===== src/rtl/bsu_pkg.sv =====
package bsu_pkg;

  typedef enum logic [2:0] {
    OP_SLL = 3'd0,
    OP_SRL = 3'd1,
    OP_SLA = 3'd2,
    OP_SRA = 3'd3,
    OP_ROL = 3'd4,
    OP_ROR = 3'd5
  } bsu_op_e;

  // Codes above OP_ROR are unused and pass the data through.
  function automatic logic op_valid(input logic [2:0] op);
    return op <= OP_ROR;
  endfunction

  // Natural direction of the code when the count is positive.
  function automatic logic op_left(input logic [2:0] op);
    return (op == OP_SLL) || (op == OP_SLA) || (op == OP_ROL);
  endfunction

  function automatic logic op_arith(input logic [2:0] op);
    return (op == OP_SLA) || (op == OP_SRA);
  endfunction

  function automatic logic op_rotate(input logic [2:0] op);
    return (op == OP_ROL) || (op == OP_ROR);
  endfunction

  // Fill bit for the bits a shift vacates, chosen by the effective direction.
  function automatic logic fill_select(input logic arith, input logic go_left,
                                       input logic lsb, input logic msb);
    if (!arith) return 1'b0;
    return go_left ? lsb : msb;
  endfunction

endpackage


===== src/rtl/bsu_count_norm.sv =====
module bsu_count_norm
  import bsu_pkg::*;
#(
  parameter int WIDTH = 4,
  parameter int CNT_W = 4,
  localparam int AMT_W = (WIDTH > 1) ? $clog2(WIDTH) : 1
) (
  input  logic signed [CNT_W-1:0] cnt,
  input  logic [2:0]              op,
  output logic                    go_left,
  output logic                    rot,
  output logic                    sat,
  output logic [AMT_W-1:0]        amt
);

  logic             neg;
  logic [CNT_W-1:0] mag;
  int unsigned      mag_u;

  always_comb begin
    neg = cnt[CNT_W-1];
    // Unsigned negate, so the most negative count keeps its full magnitude.
    mag     = neg ? (~cnt + 1'b1) : cnt;
    mag_u   = 32'(mag);
    rot     = op_rotate(op);
    go_left = op_left(op) ^ neg;
    sat     = !rot && (mag_u >= WIDTH);
    amt     = rot ? AMT_W'(mag_u % WIDTH) : AMT_W'(mag_u);
  end

endmodule


===== src/rtl/bsu_barrel.sv =====
module bsu_barrel #(
  parameter int WIDTH = 4,
  localparam int AMT_W = (WIDTH > 1) ? $clog2(WIDTH) : 1
) (
  input  logic [WIDTH-1:0] din,
  input  logic [AMT_W-1:0] amt,
  input  logic             go_left,
  input  logic             rot,
  input  logic             fill,
  output logic [WIDTH-1:0] dout
);

  logic [WIDTH-1:0] din_rev;
  logic [WIDTH-1:0] stg [AMT_W+1];
  logic [WIDTH-1:0] last_rev;

  // A right operation is a left operation on the bit-reversed vector.
  for (genvar i = 0; i < WIDTH; i++) begin : g_rev
    assign din_rev[i]  = din[WIDTH-1-i];
    assign last_rev[i] = stg[AMT_W][WIDTH-1-i];
  end

  assign stg[0] = go_left ? din : din_rev;

  for (genvar s = 0; s < AMT_W; s++) begin : g_stage
    localparam int SH = 1 << s;
    for (genvar i = 0; i < WIDTH; i++) begin : g_bit
      if (i >= SH) begin : g_mid
        assign stg[s+1][i] = amt[s] ? stg[s][i-SH] : stg[s][i];
      end else begin : g_edge
        assign stg[s+1][i] = amt[s] ? (rot ? stg[s][i-SH+WIDTH] : fill)
                                    : stg[s][i];
      end
    end
  end

  assign dout = go_left ? stg[AMT_W] : last_rev;

endmodule


===== src/rtl/bsu_shift_unit.sv =====
module bsu_shift_unit
  import bsu_pkg::*;
#(
  parameter int WIDTH = 4,
  parameter int CNT_W = 4
) (
  input  logic [WIDTH-1:0]        data_in,
  input  logic [2:0]              op_sel,
  input  logic signed [CNT_W-1:0] shift_cnt,
  output logic [WIDTH-1:0]        data_out
);

  localparam int AMT_W = (WIDTH > 1) ? $clog2(WIDTH) : 1;

  // Named internal events, observed by the bound checker.
  logic             eff_left;
  logic             rot_sel;
  logic             sat_hit;
  logic             fill_bit;
  logic             pass_thru;
  logic [AMT_W-1:0] eff_amt;
  logic [WIDTH-1:0] barrel_out;

  bsu_count_norm #(.WIDTH(WIDTH), .CNT_W(CNT_W)) norm_i (
    .cnt     (shift_cnt),
    .op      (op_sel),
    .go_left (eff_left),
    .rot     (rot_sel),
    .sat     (sat_hit),
    .amt     (eff_amt)
  );

  assign fill_bit  = fill_select(op_arith(op_sel), eff_left,
                                 data_in[0], data_in[WIDTH-1]);
  assign pass_thru = !op_valid(op_sel);

  bsu_barrel #(.WIDTH(WIDTH)) barrel_i (
    .din     (data_in),
    .amt     (eff_amt),
    .go_left (eff_left),
    .rot     (rot_sel),
    .fill    (fill_bit),
    .dout    (barrel_out)
  );

  always_comb begin
    if (pass_thru)    data_out = data_in;
    else if (sat_hit) data_out = {WIDTH{fill_bit}};
    else              data_out = barrel_out;
  end

endmodule


===== config.mk =====
export PLATFORM = sky130hd
export DESIGN_NAME = bsu_shift_unit
export DESIGN_NICKNAME = d
export VERILOG_FILES = /design/src/rtl/bsu_pkg.sv /design/src/rtl/bsu_count_norm.sv /design/src/rtl/bsu_barrel.sv /design/src/rtl/bsu_shift_unit.sv
export SDC_FILE = /design/constraint.sdc
export NUM_CORES = 1
export LEC_CHECK = 0
export ABC_AREA = 0
export ABC_CLOCK_PERIOD_IN_PS = 2330
export BUFFER_PORTS_ARGS = -buffer_cell sky130_fd_sc_hd__buf_4
export CAP_MARGIN = 0
export CORE_UTILIZATION = 35
export DETAILED_ROUTE_END_ITERATION = 6
export PLACE_DENSITY = 0.55
export SLEW_MARGIN = 40
export SYNTH_ARGS = -nofsm -noshare
export SYNTH_HDL_FRONTEND = slang
export SYNTH_SLANG_ARGS = --single-unit

===== constraint.sdc =====
create_clock -name vclk -period 2.33
set_clock_uncertainty 0.15 [all_clocks]
set_input_delay 0.1165 -clock vclk [all_inputs]
set_output_delay 0.1165 -clock vclk [all_outputs]
set_load 0.1 [all_outputs]

# After elaboration in Yosys (flattened, before gate mapping)
# Index checks and enable logic that the tools add are counted.
[classes]
addsub = 1
order_cmp = 2
n_eq_ne = 4
muxes = 18
bitwise = 2
n_reduce_logical = 7
[ops]
columns = ["cell", "count"]
rows = [
  ["two-way mux 4 bit", 5],
  ["two-way mux 1 bit", 13],
  ["== test 3 x 2 -> 1 bit (second input constant)", 2],
  ["== test 3 bit (second input constant)", 2],
  ["adder 4 x 1 -> 4 bit (second input constant)", 1],
  ["greater-or-equal comparator 4 x 3 -> 1 bit (second input constant)", 1],
  ["logical OR 1 bit", 4],
  ["NOT 4 bit", 1],
  ["less-or-equal comparator 3 bit (second input constant)", 1],
  ["zero test 3 bit", 1],
  ["logical AND 1 bit", 1],
  ["zero test 1 bit", 1],
  ["XOR 1 bit", 1],
]
[totals]
reg_bits = 0
input_bits = 11
elab_cells = 34

# Logic depth before layout (Yosys ltp)
# Gate-level depths: netlist (run 1).
[depth]
ltp_word = 12
mapped_depth = 9

# By module
# From an unflattened synthesis (run 1), not the netlist that was laid out.
[unflattened]
cells_unflattened = 65
area_unflattened_um2 = 479.2
[by_module_without_submodules]
columns = ["module", "n_inst", "cells_per_inst", "area_each_um2", "seq_area_each_um2"]
rows = [
  ["bsu_barrel", 1, 35, 272.8, 0.0],
  ["bsu_shift_unit", 1, 16, 121.4, 0.0],
  ["bsu_count_norm", 1, 14, 85.1, 0.0],
]

# Least setup slack after synthesis (run 1)
# Ideal clock, no wire load.
[synth_path]
kind = "input-to-output"
startpoint = "input shift_cnt[0]"
endpoint = "output data_out[1]"
t_arrival_ns = 3.474
path_slack_ns = -1.410
stages = 9
path_buffers = 1
path_cell_list = "clkbuf_8 inv_1 ha_1 nand2_1 o21ai_0 o21ai_1 a21oi_1 a21o_1 o311ai_1"
[synth_via]
elab_chain_len = 9
word_cells_on_any_way = 15
[synth_rtl]
columns = ["item", "line", "rtl"]
rows = [
  ["start, declared", "bsu_shift_unit.sv:9", "input logic signed [CNT_W-1:0] shift_cnt,"],
  ["NOT 4 bit", "bsu_count_norm.sv:23", "mag = neg ? (~cnt + 1'b1) : cnt;"],
  ["adder 4 x 1 -> 4 bit", "bsu_count_norm.sv:23", ""],
  ["two-way mux 4 bit *", "bsu_count_norm.sv:23", ""],
  ["two-way mux 1 bit", "bsu_barrel.sv:29", "assign stg[s+1][i] = amt[s] ? stg[s][i-SH] : stg[s][i];"],
  ["two-way mux 1 bit (2 in series)", "bsu_barrel.sv:31", "assign stg[s+1][i] = amt[s] ? (rot ? stg[s][i-SH+WIDTH] : fill)"],
  ["two-way mux 4 bit", "bsu_barrel.sv:37", "assign dout = go_left ? stg[AMT_W] : last_rev;"],
  ["two-way mux 4 bit *", "bsu_shift_unit.sv:48", "else if (sat_hit) data_out = {WIDTH{fill_bit}};"],
  ["two-way mux 4 bit *", "bsu_shift_unit.sv:47", "if (pass_thru) data_out = data_in;"],
  ["end, declared", "bsu_shift_unit.sv:10", "output logic [WIDTH-1:0] data_out"],
]
# Mark *: on every way between the ends. The rest lies on a longest branch, timed or not.

# Worst setup path in the final report (run 1)
[layout_path]
startpoint = "input shift_cnt[1]"
endpoint = "output data_out[1]"
[layout_via]
elab_chain_len = 7
word_cells_on_any_way = 10
[layout_rtl]
columns = ["item", "line", "rtl"]
rows = [
  ["NOT 4 bit", "bsu_count_norm.sv:23", ""],
  ["adder 4 x 1 -> 4 bit", "bsu_count_norm.sv:23", ""],
  ["two-way mux 4 bit *", "bsu_count_norm.sv:23", ""],
  ["greater-or-equal comparator 4 x 3 -> 1 bit (tied with other cells)", "bsu_count_norm.sv:27", "sat = !rot && (mag_u >= WIDTH);"],
  ["logical AND 1 bit or two-way mux 4 bit (tied branches)", "bsu_count_norm.sv:27, bsu_barrel.sv:37", ""],
  ["two-way mux 4 bit *", "bsu_shift_unit.sv:48", ""],
  ["two-way mux 4 bit *", "bsu_shift_unit.sv:47", ""],
]
# Marks and branches as above.

==> impl_metrics.json, run 1 <==
{
  "seq_cell_count": 0,
  "synth_warnings": 0,
  "post_cts_buffers": 0,
  "peakVddDrop_uv": 301,
  "slew-limit-headroom_pct": 77.2,
  "hp-class": "in -> out",
  "dp_hpwl_um": 1420,
  "synthSimpleGateAreaFrac_pct": 22.4,
  "ios": 15,
  "syn2layout_area_growth_pct": 21.9,
  "wl_um": 1870,
  "rows": 16,
  "hp-start": "op_sel[1]",
  "antenna_found_initial": 0,
  "grt_use_met2_pct": 29.9,
  "startpoint_type": "input port",
  "hold_viol_final": 0,
  "dieHeight_um": 47.4,
  "post-place-cells": 131,
  "first_global_vias": 662,
  "grt_start_max_net_pins": 17,
  "synth_top_area_share_pct": 7.64,
  "critPathCaptureType": "output pin",
  "yosysTopAreaCell": "a21oi_1",
  "portBuffers": 15,
  "outcome": "finished clean",
  "synth_mux_area_share_pct": 17.2,
  "yosysMostFrequentCell": "a21oi_1",
  "setup_violations": 0,
  "first_iter_violations": 22,
  "postSynthCellCount": 93,
  "finalNonFillerCells": 131,
  "post_synth_fa_ha_maj_area_fraction_pct": 1.74,
  "crit_start": "shift_cnt[1]",
  "postRouteAntennaNets": 0,
  "ys_top_cells_by_area": "a21oi_1, mux4_2, o21ai_0, nand2_1, nand2b_1",
  "period_share_pct": 94.6,
  "grt_pass1_wl_um": 3010,
  "tightestPinTransition_ns": 0.340,
  "finalCriticalPeriod_ns": 2.20,
  "die_x_um": 47.4,
  "path_max_fanout": 3,
  "rsz0062_at_grt": "no",
  "internal-power_uw": 122,
  "grt-ovfl-total": 0,
  "power_frac_seq_pct": 0,
  "globalRouteMet1Util_pct": 26.5,
  "n_antenna_cell": 0,
  "ys_seq_area_share_pct": 0,
  "clock_power_share_pct": 0,
  "whs_ns": 0.613,
  "crit_arrival_ns": 1.94,
  "max_clock_freq_mhz": 454,
  "gr-usage-all-layers_pct": 18.0,
  "pwr-share-comb_pct": 100.0,
  "regArea_um2": 0,
  "worstPathRequired_ns": 2.06,
  "netlist_area_um2": 721,
  "hold_path_depth": 3,
  "core_um2": 1940,
  "wire_per_inst_um": 14.2,
  "slew_violations": 0,
  "vias_per_cell": 5.68,
  "drive_gt1_share_pct": 34.6,
  "powerDensity_nw_per_um2": 377,
  "synth_top_family_by_area": "compound AO/OA/AOI/OAI gates",
  "tns_ns": 0,
  "grt-busiest-layer": "met2",
  "clock_buffers": 0,
  "vias": 744,
  "grt_use_met3_pct": 0.769,
  "swShare_pct": 63.2,
  "start_util_pct": 37.1,
  "critPathKind": "in -> out",
  "gp_congestion": 0.794,
  "nets": 118,
  "drv_cap": 0,
  "synthXorXnorAreaFrac_pct": 7.81,
  "p_switching_uw": 209,
  "synth_common_cells": "a21oi_1, nand2_1, o21ai_0",
  "synth_nets": 105,
  "detail_route.first_pass.iterations": 4,
  "total_leakage_power_uw": 0.000367,
  "drc": 0,
  "synth_compound_area_share_pct": 37.0,
  "avgSynthCellArea_um2": 7.75,
  "final_area_um2": 878,
  "place_area_um2": 875,
  "synth_cell_types": 48,
  "dieArea_um2": 2240
}
## cell families after synthesis
kind of cell | after synthesis
simple gates | 29
buf+inv | 13
compound gates | 38
mux | 8
xor+xnor | 4
fa+ha+maj | 1
## cell usage in the layout (no fill, tap or decap), types with 2 or more instances in the layout
| master | n |
|---|---|
| o21a_1 | 2 |
| nand2_1 | 10 |
| o21ai_0 | 8 |
| inv_1 | 4 |
| o311a_1 | 2 |
| nor2_1 | 2 |
| buf_4 | 19 |
| mux4_2 | 2 |
| or3_1 | 2 |
| nand2b_1 | 5 |
| or2b_2 | 2 |
| mux2i_1 | 3 |
| a21oi_1 | 11 |
| o311ai_4 | 2 |
## power groups by stage
stage                     sequential [uW]  clock, uW  combinational (uW)
after floorplan                         0          0                 265
after global placement                  0          0                 327
after detailed placement                0          0                 328
after CTS                               0          0                 329
after global routing                    0          0                 350
final                                   0          0                 332
## critical path, stage by stage
cell      delay [ns]
buf_4           0.11
inv_1           0.05
ha_1            0.33
nand2_1         0.06
o21ai_0         0.14
o311a_1         0.24
a211oi_2        0.05
or3_1           0.40
o311ai_4        0.10
buf_4           0.33
## per-layer routing
| metal | routed length (um) | up-vias |
|---|---|---|
| met5 | 0 | - |
| met4 | 0 | 0 |
| met2 | 876 | 21 |
| li1 | - | 370 |
| met1 | 911 | 353 |
| met3 | 76 | 0 |
## path summary, 6_finish.rpt
kind / to / slack [ns]
worst max-delay path: data_out[1] / 0.13
worst min-delay path: data_out[0] / 0.61
## area by class of cell
class / count / area [um2]
Tap cell: 27 / 33.8
Timing Repair Buffer: 20 / 154
Inverter: 4 / 15.0
Fill cell: 205 / 1060
Multi-Input combinational cell: 80 / 676
## stage by stage
step | total power [uW] | worst slack [ns] | utilization, %
2_1_floorplan | 265 | -0.0347 | -
3_3_place_gp | 327 | 0.138 | 45.0
3_5_place_dp | 328 | 0.114 | 45.0
4_1_cts | 329 | 0.103 | 45.0
5_1_grt | 350 | 0.0213 | 45.2
6_report | 332 | 0.125 | 45.2
## repair_timing
item                       CTS  global route
gates resized for setup      0             1
hold buffers                 0             0
setup endpoints to repair    0             1
Note: power is estimated with default switching activity, not from simulation.
==> run 2: changes to the inputs <==
- ABC_CLOCK_PERIOD_IN_PS: 2330 -> not set
- BUFFER_PORTS_ARGS: -buffer_cell sky130_fd_sc_hd__buf_4 -> -buffer_cell sky130_fd_sc_hd__buf_2
==> run 2 against run 1 <==
Critical endpoint unchanged. Wire length shrank 6.1%. Sequential share of layout area unchanged. Worst setup slack improved by 0.0087 ns. Critical path depth decreased by 2. Clock-buffer cell count is the same. Total power rose by 7.5%. Global-route usage is 1.2 points lower. Non-clock buffer count is 1 lower. First-iteration DRC count down 45%. Combinational power is 7.2% higher. Flip-flop and latch count unchanged. Core utilization rose by 0.58 points.
==> impl_metrics.json, run 2 (same netlist as run 1, synthesis figures left out) <==
{
  "outcome": "finished clean",
  "power_frac_seq_pct": 0,
  "wire_per_inst_um": 13.5,
  "post_cts_buffers": 0,
  "hold_viol_final": 0,
  "mostFrequentLayoutCells": "a21oi_1, buf_2, nand2_1, o21ai_0, nand2b_1",
  "grt_pass1_wl_um": 2780,
  "dieArea_um2": 2240,
  "pwr-share-comb_pct": 100.0,
  "hold_path_depth": 3,
  "hp-class": "in -> out",
  "hp-start": "op_sel[1]",
  "postRouteAntennaNets": 0,
  "total_leakage_power_uw": 0.000367,
  "vias": 731,
  "grt-ovfl-total": 0,
  "portBuffers": 15,
  "globalRouteMet1Util_pct": 26.4,
  "drc": 0,
  "hold_end": "data_out[0]",
  "tightestPinTransition_ns": 0.388,
  "gr-usage-all-layers_pct": 16.7,
  "wl_um": 1750,
  "postLayoutCoreUtil_pct": 45.8,
  "critPathCaptureType": "output pin",
  "cts_resized": 0,
  "gp_congestion": 0.936,
  "grt-busiest-layer": "met2",
  "start_util_pct": 37.1,
  "path_max_fanout": 10,
  "setup_violations": 0,
  "finalNonFillerCells": 130,
  "vias_per_cell": 5.62,
  "syn2layout_area_growth_pct": 23.4,
  "totalPowerFinal_uw": 356,
  "pre_cts_ws_ns": 0.127,
  "first_global_vias": 587,
  "dieHeight_um": 47.4,
  "startpoint_type": "input port",
  "slew-limit-headroom_pct": 74.0,
  "die_x_um": 47.4,
  "grt_use_met3_pct": 0.385,
  "clock_buffers": 0,
  "post-place-cells": 130,
  "critPathTopFamily": "compound AO/OA/AOI/OAI gates",
  "cts_hold_buf": 0,
  "clock_power_share_pct": 0,
  "critPathKind": "in -> out",
  "peakVddDrop_uv": 270,
  "max_stage_delay_ns": 0.37,
  "drv_cap": 0,
  "finalCriticalPeriod_ns": 2.20,
  "worstPathRequired_ns": 2.06,
  "cp_num_cells": 8,
  "crit_slowest_cell": "xor2_1",
  "rsz0062_at_grt": "no",
  "p_switching_uw": 213,
  "path_cells": "buf_2 -> a21oi_4 -> xor2_1 -> nand2_1 -> a211oi_1 -> o21ai_0 -> o311ai_4 -> buf_12",
  "slew_violations": 0,
  "fin_ws_ns": 0.134,
  "nFillCells": 203,
  "crit_arrival_ns": 1.93,
  "nets": 117,
  "crit_start": "op_sel[1]",
  "antenna_found_initial": 0,
  "dp_hpwl_um": 1380,
  "path_buf_inv": 2,
  "ios": 15,
  "grt_start_max_net_pins": 17,
  "n_antenna_cell": 0,
  "rows": 16,
  "internal-power_uw": 144,
  "period_share_pct": 94.2,
  "swShare_pct": 59.7,
  "max_clock_freq_mhz": 455,
  "drive_gt1_share_pct": 34.0,
  "detail_route.first_pass.iterations": 4,
  "first_iter_violations": 12,
  "grt_use_met2_pct": 26.6,
  "core_um2": 1940,
  "regArea_um2": 0,
  "powerDensity_nw_per_um2": 401,
  "seq_cell_count": 0
}
-- run 2: cell type report --
cell class                 instances  area [um2]  share of cell area (%)
inverter                           4        15.0                    1.69
multi-input combinational         80         676                    75.9
tap                               27        33.8                    3.80
timing repair buffer              19         165                    18.6
-- run 2: power by group through the flow --
stage | registers (uW) | logic (uW) | clock network [uW]
finish | 0 | 356 | 0
global route | 0 | 375 | 0
CTS | 0 | 357 | 0
detailed placement | 0 | 356 | 0
global placement | 0 | 356 | 0
floorplan | 0 | 265 | 0
-- run 2: per-stage QoR --
step	hold slack, ns	TNS (ns)	cell area (um2)
2_1_floorplan	0.489	-0.0347	776
3_3_place_gp	0.606	0	890
3_5_place_dp	0.600	0	890
4_1_cts	0.600	0	890
5_1_grt	0.616	0	890
6_report	0.599	0	890
-- run 2: worst max path at each step --
stage / slack (ns) / end
2_1_floorplan: -0.03 / data_out[1]
3_3_place_gp: 0.14 / data_out[2]
3_5_place_dp: 0.13 / data_out[1]
4_1_cts: 0.11 / data_out[1]
5_1_grt: 0.03 / data_out[1]
6_report: 0.13 / data_out[1]
-- run 2: per-layer routing --
metal	routed length (um)	vias up	share of wire, %
li1	-	370	-
met1	837	338	48
met2	839	23	48
met3	76	0	4.3
met4	0	0	0
met5	0	-	0
